<file path="config.mk">
export PLATFORM = sky130hd
export DESIGN_NAME = burst4_ddr_sram
export DESIGN_NICKNAME = d
export VERILOG_FILES = /design/src/rtl/burst4_ddr_sram.sv
export SDC_FILE = /design/constraint.sdc
export NUM_CORES = 1
export LEC_CHECK = 0
export BUFFER_PORTS_ARGS = -buffer_cell sky130_fd_sc_hd__buf_2
export CORE_ASPECT_RATIO = 1.25
export CORE_UTILIZATION = 35
export DETAILED_ROUTE_END_ITERATION = 12
export HOLD_SLACK_MARGIN = 0.1
export PLACE_DENSITY = 0.55
export SETUP_SLACK_MARGIN = 0.05
export SYNTH_ARGS = -nofsm -noshare
export SYNTH_HDL_FRONTEND = slang
export SYNTH_SLANG_ARGS = --single-unit
</file>
<file path="constraint.sdc">
create_clock -name clk -period 3 [get_ports clk]
set_input_delay 0.6 -clock clk [delete_from_list [all_inputs] [get_ports clk]]
set_output_delay 0.6 -clock clk [all_outputs]
set_load 0.03 [all_outputs]
</file>
<file path="src/rtl/burst4_ddr_sram.sv">
module burst4_ddr_sram #(
  parameter int DATA_W = 16,
  parameter int LANES = 2,
  parameter int ROW_W = 4,
  parameter bit START_FROM_ADDR = 1'b1,
  localparam int ADDR_W = ROW_W + (START_FROM_ADDR ? 2 : 0)
) (
  input  logic              clk,
  input  logic              rst_n,
  output logic              kedge_next,
  input  logic              cmd_n,
  input  logic              rd_sel,
  input  logic [ADDR_W-1:0] addr,
  input  logic [LANES-1:0]  lane_wen_n,
  input  logic [DATA_W-1:0] wdata,
  input  logic              lat_long,
  output logic [DATA_W-1:0] rdata,
  output logic              rdata_oe,
  output logic              strobe_p,
  output logic              strobe_n
);
  localparam int LANE_W = DATA_W / LANES;
  localparam int ROWS = 1 << ROW_W;

  logic ph, skip;
  logic [DATA_W-1:0] mem [ROWS][4];

  logic [2:0] wcnt;
  logic [ROW_W-1:0] wrow;
  logic [1:0] wstart;

  logic pend;
  logic [1:0] pdly, pstart;
  logic [DATA_W-1:0] pbuf [4];

  logic [DATA_W-1:0] obuf [4];
  logic [1:0] ostart, onext, oleft;
  logic [DATA_W-1:0] q_r;
  logic oe_r, stb_r;

  logic [DATA_W-1:0] view [4];
  logic [1:0] astart;

  wire k_edge = ~ph;
  wire accept = k_edge & ~skip & ~cmd_n;
  wire [ROW_W-1:0] arow = addr[ADDR_W-1 -: ROW_W];
  wire wbeat = (wcnt != 3'd0);
  wire [1:0] wword = wstart + 2'(wcnt - 3'd1);
  wire launch = pend && (pdly == 2'd1);

  if (START_FROM_ADDR) begin : g_offset
    assign astart = addr[1:0];
  end else begin : g_zero
    assign astart = 2'd0;
  end

  always_comb begin
    for (int w = 0; w < 4; w++) begin
      view[w] = mem[arow][w];
      for (int l = 0; l < LANES; l++)
        if (wbeat && wrow == arow && wword == 2'(w) && !lane_wen_n[l])
          view[w][l*LANE_W +: LANE_W] = wdata[l*LANE_W +: LANE_W];
    end
  end

  always_ff @(posedge clk) begin
    if (wbeat)
      for (int l = 0; l < LANES; l++)
        if (!lane_wen_n[l])
          mem[wrow][wword][l*LANE_W +: LANE_W] <= wdata[l*LANE_W +: LANE_W];
  end

  always_ff @(posedge clk) begin
    if (accept && rd_sel)
      for (int w = 0; w < 4; w++) pbuf[w] <= view[w];
    if (launch)
      for (int w = 0; w < 4; w++) obuf[w] <= pbuf[w];
  end

  always_ff @(posedge clk) begin
    if (!rst_n) begin
      ph <= 1'b0;
      skip <= 1'b0;
      wcnt <= '0;
      wrow <= '0;
      wstart <= '0;
      pend <= 1'b0;
      pdly <= '0;
      pstart <= '0;
      ostart <= '0;
      onext <= '0;
      oleft <= '0;
      q_r <= '0;
      oe_r <= 1'b0;
      stb_r <= 1'b0;
    end else begin
      ph <= ~ph;
      if (k_edge) skip <= accept;

      if (wbeat) wcnt <= (wcnt == 3'd4) ? 3'd0 : wcnt + 3'd1;
      if (accept && !rd_sel) begin
        wcnt <= 3'd1;
        wrow <= arow;
        wstart <= astart;
      end

      if (pend) begin
        if (pdly == 2'd1) pend <= 1'b0;
        pdly <= pdly - 2'd1;
      end
      if (accept && rd_sel) begin
        pend <= 1'b1;
        pdly <= lat_long ? 2'd3 : 2'd2;
        pstart <= astart;
      end

      if (launch) begin
        q_r <= pbuf[pstart];
        oe_r <= 1'b1;
        stb_r <= ~stb_r;
        ostart <= pstart;
        onext <= 2'd1;
        oleft <= 2'd3;
      end else if (oleft != 2'd0) begin
        q_r <= obuf[ostart + onext];
        stb_r <= ~stb_r;
        onext <= onext + 2'd1;
        oleft <= oleft - 2'd1;
      end else begin
        oe_r <= 1'b0;
      end
    end
  end

  assign kedge_next = ~ph;
  assign rdata = q_r;
  assign rdata_oe = oe_r;
  assign strobe_p = stb_r;
  assign strobe_n = ~stb_r;
endmodule

</file>
==> results_dict.tcl, run 1 <==
set metrics [dict create \
    status "finished, final reports clean" \
    max_stage_delay_ns 0.57 \
    cts_root_buf "clkbuf_16" \
    yosys_warnings 0 \
    hold_buffers 0 \
    fillCellCount 11500 \
    cts_setup_buffers 0 \
    vdd_drop_max_mv 0.720 \
    synth_seq_cells 1194 \
    grt.total_usage_pct 18.0 \
    drt_wl_total_um 120000 \
    hp-class "in -> reg" \
    p_leak_uw 0.0175 \
    antenna_found_initial 11 \
    ys_seq_area_share_pct 76.3 \
    yosys.area.top_type_share_pct 74.5 \
    slew_headroom_pct 17.8 \
    via_per_inst 5.30 \
    reg2reg_setup_slack_ns 0.31 \
    crit_required_ns 3.45 \
    path_clk_slew_ns 0.07 \
    ctsResizeCount 0 \
    ff_latch_area_um2 35400 \
    synth.largest_area_cell "edfxtp_1" \
    cts_tree "built" \
    clk_latency_ns 0.72 \
    synth_edf_count 1152 \
    io_buffers 48 \
    synthesis.area_um2 46500 \
    drtAntennaViolNets 0 \
    area_growth_pct 16.9 \
    vias 23500 \
    rsz0062_at_grt "false" \
    die_x_um 328 \
    initial_core_util_pct 35.3 \
    yosysUniqueCellTypes 38 \
    syn_inst 2294 \
    cts_buffers 108 \
    grt_pass1_vias 24400 \
    drc 0 \
    finalPower_uw 35300 \
    wire_per_inst_um 27.1 \
    path_class "reg -> reg" \
    multi_input_area_um2 10500 \
    clock_path_buffers 3 \
    end_kind "flip-flop" \
    hpwl_um 79300 \
    core_um2 132000 \
    cp_cell_sequence "inv_1, ha_1, nor2b_1, nor2_2, nand4b_2, mux2_2" \
    synthMostInstantiatedCell "edfxtp_1" \
    crit_path_start_kind "flip-flop" \
    setup_viol 0 \
    place_congestion 0.813 \
    maxCapViolCount 0 \
    fin_crit_sh_pct 89.6 \
    post-route-min-period_ns 2.69 \
    synth_nets 2329 \
    nets 2643 \
    crit_fanout 8 \
    fp.dieH_um 409 \
    skew_ns 0.0255 \
    drt_iter0_markers 2220 \
    async_reset_ff_share_pct 0 \
    dr.pass1.iters 5 \
    synth_commonest_cells "1152 x edfxtp_1, 232 x mux4_2, 150 x mux2_2, 150 x nor2_1, 115 x o21ai_0" \
    cts.htree.levels 3 \
    syn_avg_cell_area_um2 20.3 \
    finalMaxSlewViolations 0 \
    max_freq_mhz 372 \
    worstPathArrival_ns 3.14 \
    grt.overflow.total 0 \
    row_count 149 \
    io_pins 49 \
    cts_sinks 1194 \
    grt_pass1_wl_um 174000 \
    dieArea_um2 134000 \
    synthTopCellsByArea "edfxtp_1 74%, mux4_2 11%, mux2_2 3.6%, dfxtp_1 1.8%, o21ai_0 1.2%" \
    tightest_slew_ns 1.23 \
    critical-path-slowest-cell "nand4b_2" \
    final_layout_size_suffix_gt1_share_pct 33.0 \
    ys.flop_type "edfxtp_1" \
    hold_viol_final 0 \
    tns_ns 0 \
    grt_max_degree 69 \
    power_density_nw_per_um2 650 \
]
[worst max-delay path, delay by kind of cell, from the launching register on]
family                   cells  cell delay (ns)
flip-flops                   1             0.40
AND/OR/NAND/NOR              3             1.26
adder cells (fa/ha/maj)      1             0.20
buffers and inverters        1             0.07
multiplexers                 1             0.48
[metal layers]
layer  vias to the layer above  part of all wire, %  GRT usage, %
met4                         4                  2.5          5.37
li1                      10100                    -             -
met1                     12600                   41          23.5
met3                       172                  5.5          2.69
met5                         -                0.018             0
met2                       679                   51          31.0
[logic make-up (layout without fill, tap and decap cells)]
kind of cell,after synthesis,count (layout),share of synthesized area [%]
flops,1194,1194,76.3
mux,433,433,16.0
compound gates,274,274,3.66
simple gates,239,239,2.38
buf+inv,137,545,1.28
xor+xnor,11,11,0.267
fa+ha+maj,6,6,0.162
other cells,0,3,0
[path summary, 6_finish.rpt]
| check | start | end | depth (start not counted) |
|---|---|---|---|
| worst max-delay path | wcnt[1]$_SDFFE_PP0N_ | pbuf[0][9]$_DFFE_PP_ | 6 |
| worst min-delay path | lat_long | pdly[0]$_SDFFE_PN0P_ | 2 |
| worst max register to register | wcnt[1]$_SDFFE_PP0N_ | pbuf[0][9]$_DFFE_PP_ | 6 |
| worst min register to register | pbuf[1][14]$_DFFE_PP_ | obuf[1][14]$_DFFE_PP_ | 0 |
[stage by stage]
step	std cells	setup slack [ns]	utilization, %	cell area [µm²]	hold WS [ns]
after floorplan	2294	0.240	-	46500	0.421
after global placement	4234	0.0423	38.5	50800	0.431
after detailed placement	4234	0.0392	38.5	50800	0.437
after CTS	4438	0.319	41.2	54300	0.108
after global routing	4441	0.173	41.2	54300	0.144
final	4441	0.313	41.2	54300	0.162
[flip-flops by register name (all words and copies together) (netlist names), named ones only]
name	flops
skip	1
ostart	2
oleft	2
strobe_p	1
rdata_oe	1
pstart	2
rdata	16
onext	2
pbuf	64
wcnt	3
obuf	64
ph	1
wstart	2
wrow	4
mem	1024
pend	1
pdly	2
[cells in the final DEF, fill, tap and decap left out, types with 29 or more instances in the layout]
master,n
o22ai_1,43
mux2i_1,51
nand2_1,34
mux2_2,150
clkinv_1,29
dfxtp_1,42
mux4_2,232
nor2_1,149
buf_2,45
edfxtp_1,1152
o21ai_0,115
buf_4,258
a22oi_1,72
clkbuf_16,109
[final cells by class]
| type | count | share of cell area, % |
|---|---|---|
| Antenna cell | 3 | 0.0138 |
| Inverter | 10 | 0.0691 |
| Tap cell | 1736 | 4.00 |
| Clock inverter | 80 | 1.26 |
| Sequential cell | 1194 | 65.2 |
| Timing Repair Buffer | 331 | 4.99 |
| Clock buffer | 124 | 5.18 |
| Multi-Input combinational cell | 963 | 19.2 |
[where the power goes]
group / total, µW / internal (µW) / switching [µW]
combinational: 2890 / 1150 / 1740
clock: 13700 / 7670 / 6070
sequential: 18700 / 18500 / 161
Note: power is estimated with default switching activity, not from simulation.
==> run 2, diff against run 1 <==
==> constraint.sdc (replaced) <==
create_clock -name clk -period 2.5 [get_ports clk]
set_input_delay 0.5 -clock clk [delete_from_list [all_inputs] [get_ports clk]]
set_output_delay 0.5 -clock clk [all_outputs]
set_load 0.03 [all_outputs]
==> results_dict.tcl, run 2 (synthesized netlist as in run 1, its figures left out) <==
set metrics [dict create \
    tightest_slew_ns 1.08 \
    grt_pass1_wl_um 177000 \
    skew_ns 0.0265 \
    timing.final.ws_setup_ns 0.0603 \
    hold_viol_final 0 \
    drt_wl_total_um 122000 \
    finalPower_uw 42800 \
    max_freq_mhz 410 \
    dieArea_um2 134000 \
    largest-register "mem" \
    crit_fanout 15 \
    row_count 149 \
    final_cell_mix "1152 x edfxtp_1, 245 x buf_4, 232 x mux4_2" \
    io_buffers 48 \
    fp.dieH_um 409 \
    reg2reg_setup_slack_ns 0.06 \
    maxCapViolCount 0 \
    cts.htree.levels 3 \
    final_layout_size_suffix_gt1_share_pct 35.2 \
    largest_register_ffs 1024 \
    crit_path_start_kind "flip-flop" \
    cts_sinks 1194 \
    slew_headroom_pct 28.3 \
    grt.total_usage_pct 18.3 \
    hpwl_um 82500 \
    dr.pass1.iters 5 \
    end_kind "flip-flop" \
    final_util_pct 41.7 \
    drt_iter0_markers 2313 \
    final_common_cell "edfxtp_1" \
    status "finished, final reports clean" \
    vdd_drop_max_mv 0.792 \
    antenna_found_initial 7 \
    rsz0062_at_grt "true" \
    final_area_um2 55000 \
    r2r_cells 8 \
    cts_root_buf "clkbuf_16" \
    fin_crit_sh_pct 97.6 \
    grt.overflow.total 0 \
    clk_latency_ns 0.72 \
    finalMaxSlewViolations 0 \
    grt_max_degree 69 \
    place_congestion 0.839 \
    hold_ws_ns 0.190 \
    nets 2659 \
    initial_core_util_pct 35.3 \
    grt_pass1_vias 24500 \
    area_growth_pct 18.3 \
    place_ws_ns -0.311 \
    wire_per_inst_um 27.4 \
    via_per_inst 5.28 \
    setup_viol 0 \
    hold_depth 3 \
    cts_setup_buffers 0 \
    die_x_um 328 \
    io_pins 49 \
    cts_buffers 109 \
    dpl_cell_area_um2 51200 \
    hp-class "in -> reg" \
    cts_tree "built" \
    path_class "reg -> reg" \
    path_clk_slew_ns 0.07 \
    drc 0 \
    core_um2 132000 \
    vias 23500 \
    p_leak_uw 0.0177 \
    drtAntennaViolNets 0 \
    power_density_nw_per_um2 779 \
    post-route-min-period_ns 2.44 \
    top_regs "mem x1024, obuf x64, pbuf x64" \
    clock_path_buffers 3 \
    crit_required_ns 2.85 \
    worstPathArrival_ns 2.79 \
]
[run 2: cell types whose count changed in the layout (fill, tap and decap cells not counted), sizes merged]
cell	previous run	this run
clkinvlp	5	7
clkinv	57	47
buf	331	344
clkbuf	124	134
inv	17	20
diode	3	2
bufinv	11	9
dlygate4sd3	0	2
[run 2: worst max-delay path: stages (launching register included)]
cell	delay (ns)
dfxtp_1	0.34
inv_1	0.08
ha_1	0.20
xnor3_1	0.22
nor2_1	0.11
buf_4	0.15
nand2_1	0.11
buf_12	0.18
nor2_1	0.68
[run 2: worst paths after layout]
kind	start	endpoint
min reg2reg	pbuf[0][2]$_DFFE_PP_	obuf[0][2]$_DFFE_PP_
max reg2reg	wcnt[0]$_SDFFE_PN0P_	mem[3][14]$_DFFE_PP_
max	wcnt[0]$_SDFFE_PN0P_	mem[3][14]$_DFFE_PP_
min	addr[1]	pstart[1]$_SDFFE_PN0P_
[run 2: layout make-up]
| type | instances | area (µm²) |
|---|---|---|
| Antenna cell | 2 | 5.00 |
| Clock buffer | 134 | 2920 |
| Clock inverter | 73 | 651 |
| Fill cell | 11400 | 76800 |
| Inverter | 10 | 41.3 |
| Multi-Input combinational cell | 963 | 10600 |
| Sequential cell | 1194 | 35400 |
| Tap cell | 1736 | 2170 |
| Timing Repair Buffer | 346 | 3160 |
[run 2: through the flow]
stage | cells | TNS, ns
floorplan | 2294 | 0
global placement | 4247 | -14.27
detailed placement | 4247 | -15.41
CTS | 4456 | 0
global route | 4457 | -1.61
finish | 4458 | 0
[run 2: timing repair]
| item | in CTS | in global routing |
|---|---|---|
| hold buffers | 2 | 0 |
| resized for setup | 36 | 20 |
| setup endpoints to repair | 306 | 297 |
| hold endpoints to repair | 5 | 0 |
[run 2: power by group]
part	total, µW	internal [µW]	leakage [µW]	switching [µW]
clock	16700	9280	0.00174	7450
combinational	3700	1530	0.00526	2170
sequential	22400	22200	0.0107	168
total	42800	33000	0.0177	9790
[run 2: layer usage]
layer  routed length (µm)  up-vias  share of wire (%)  GRT usage (%)
met5                   22        -              0.018              0
met4                 3520        4                2.9           5.99
met3                 5980      171                4.9           2.23
met2                62500      687                 51           31.8
met1                50100    12600                 41           23.6
li1                     -    10100                  -              -
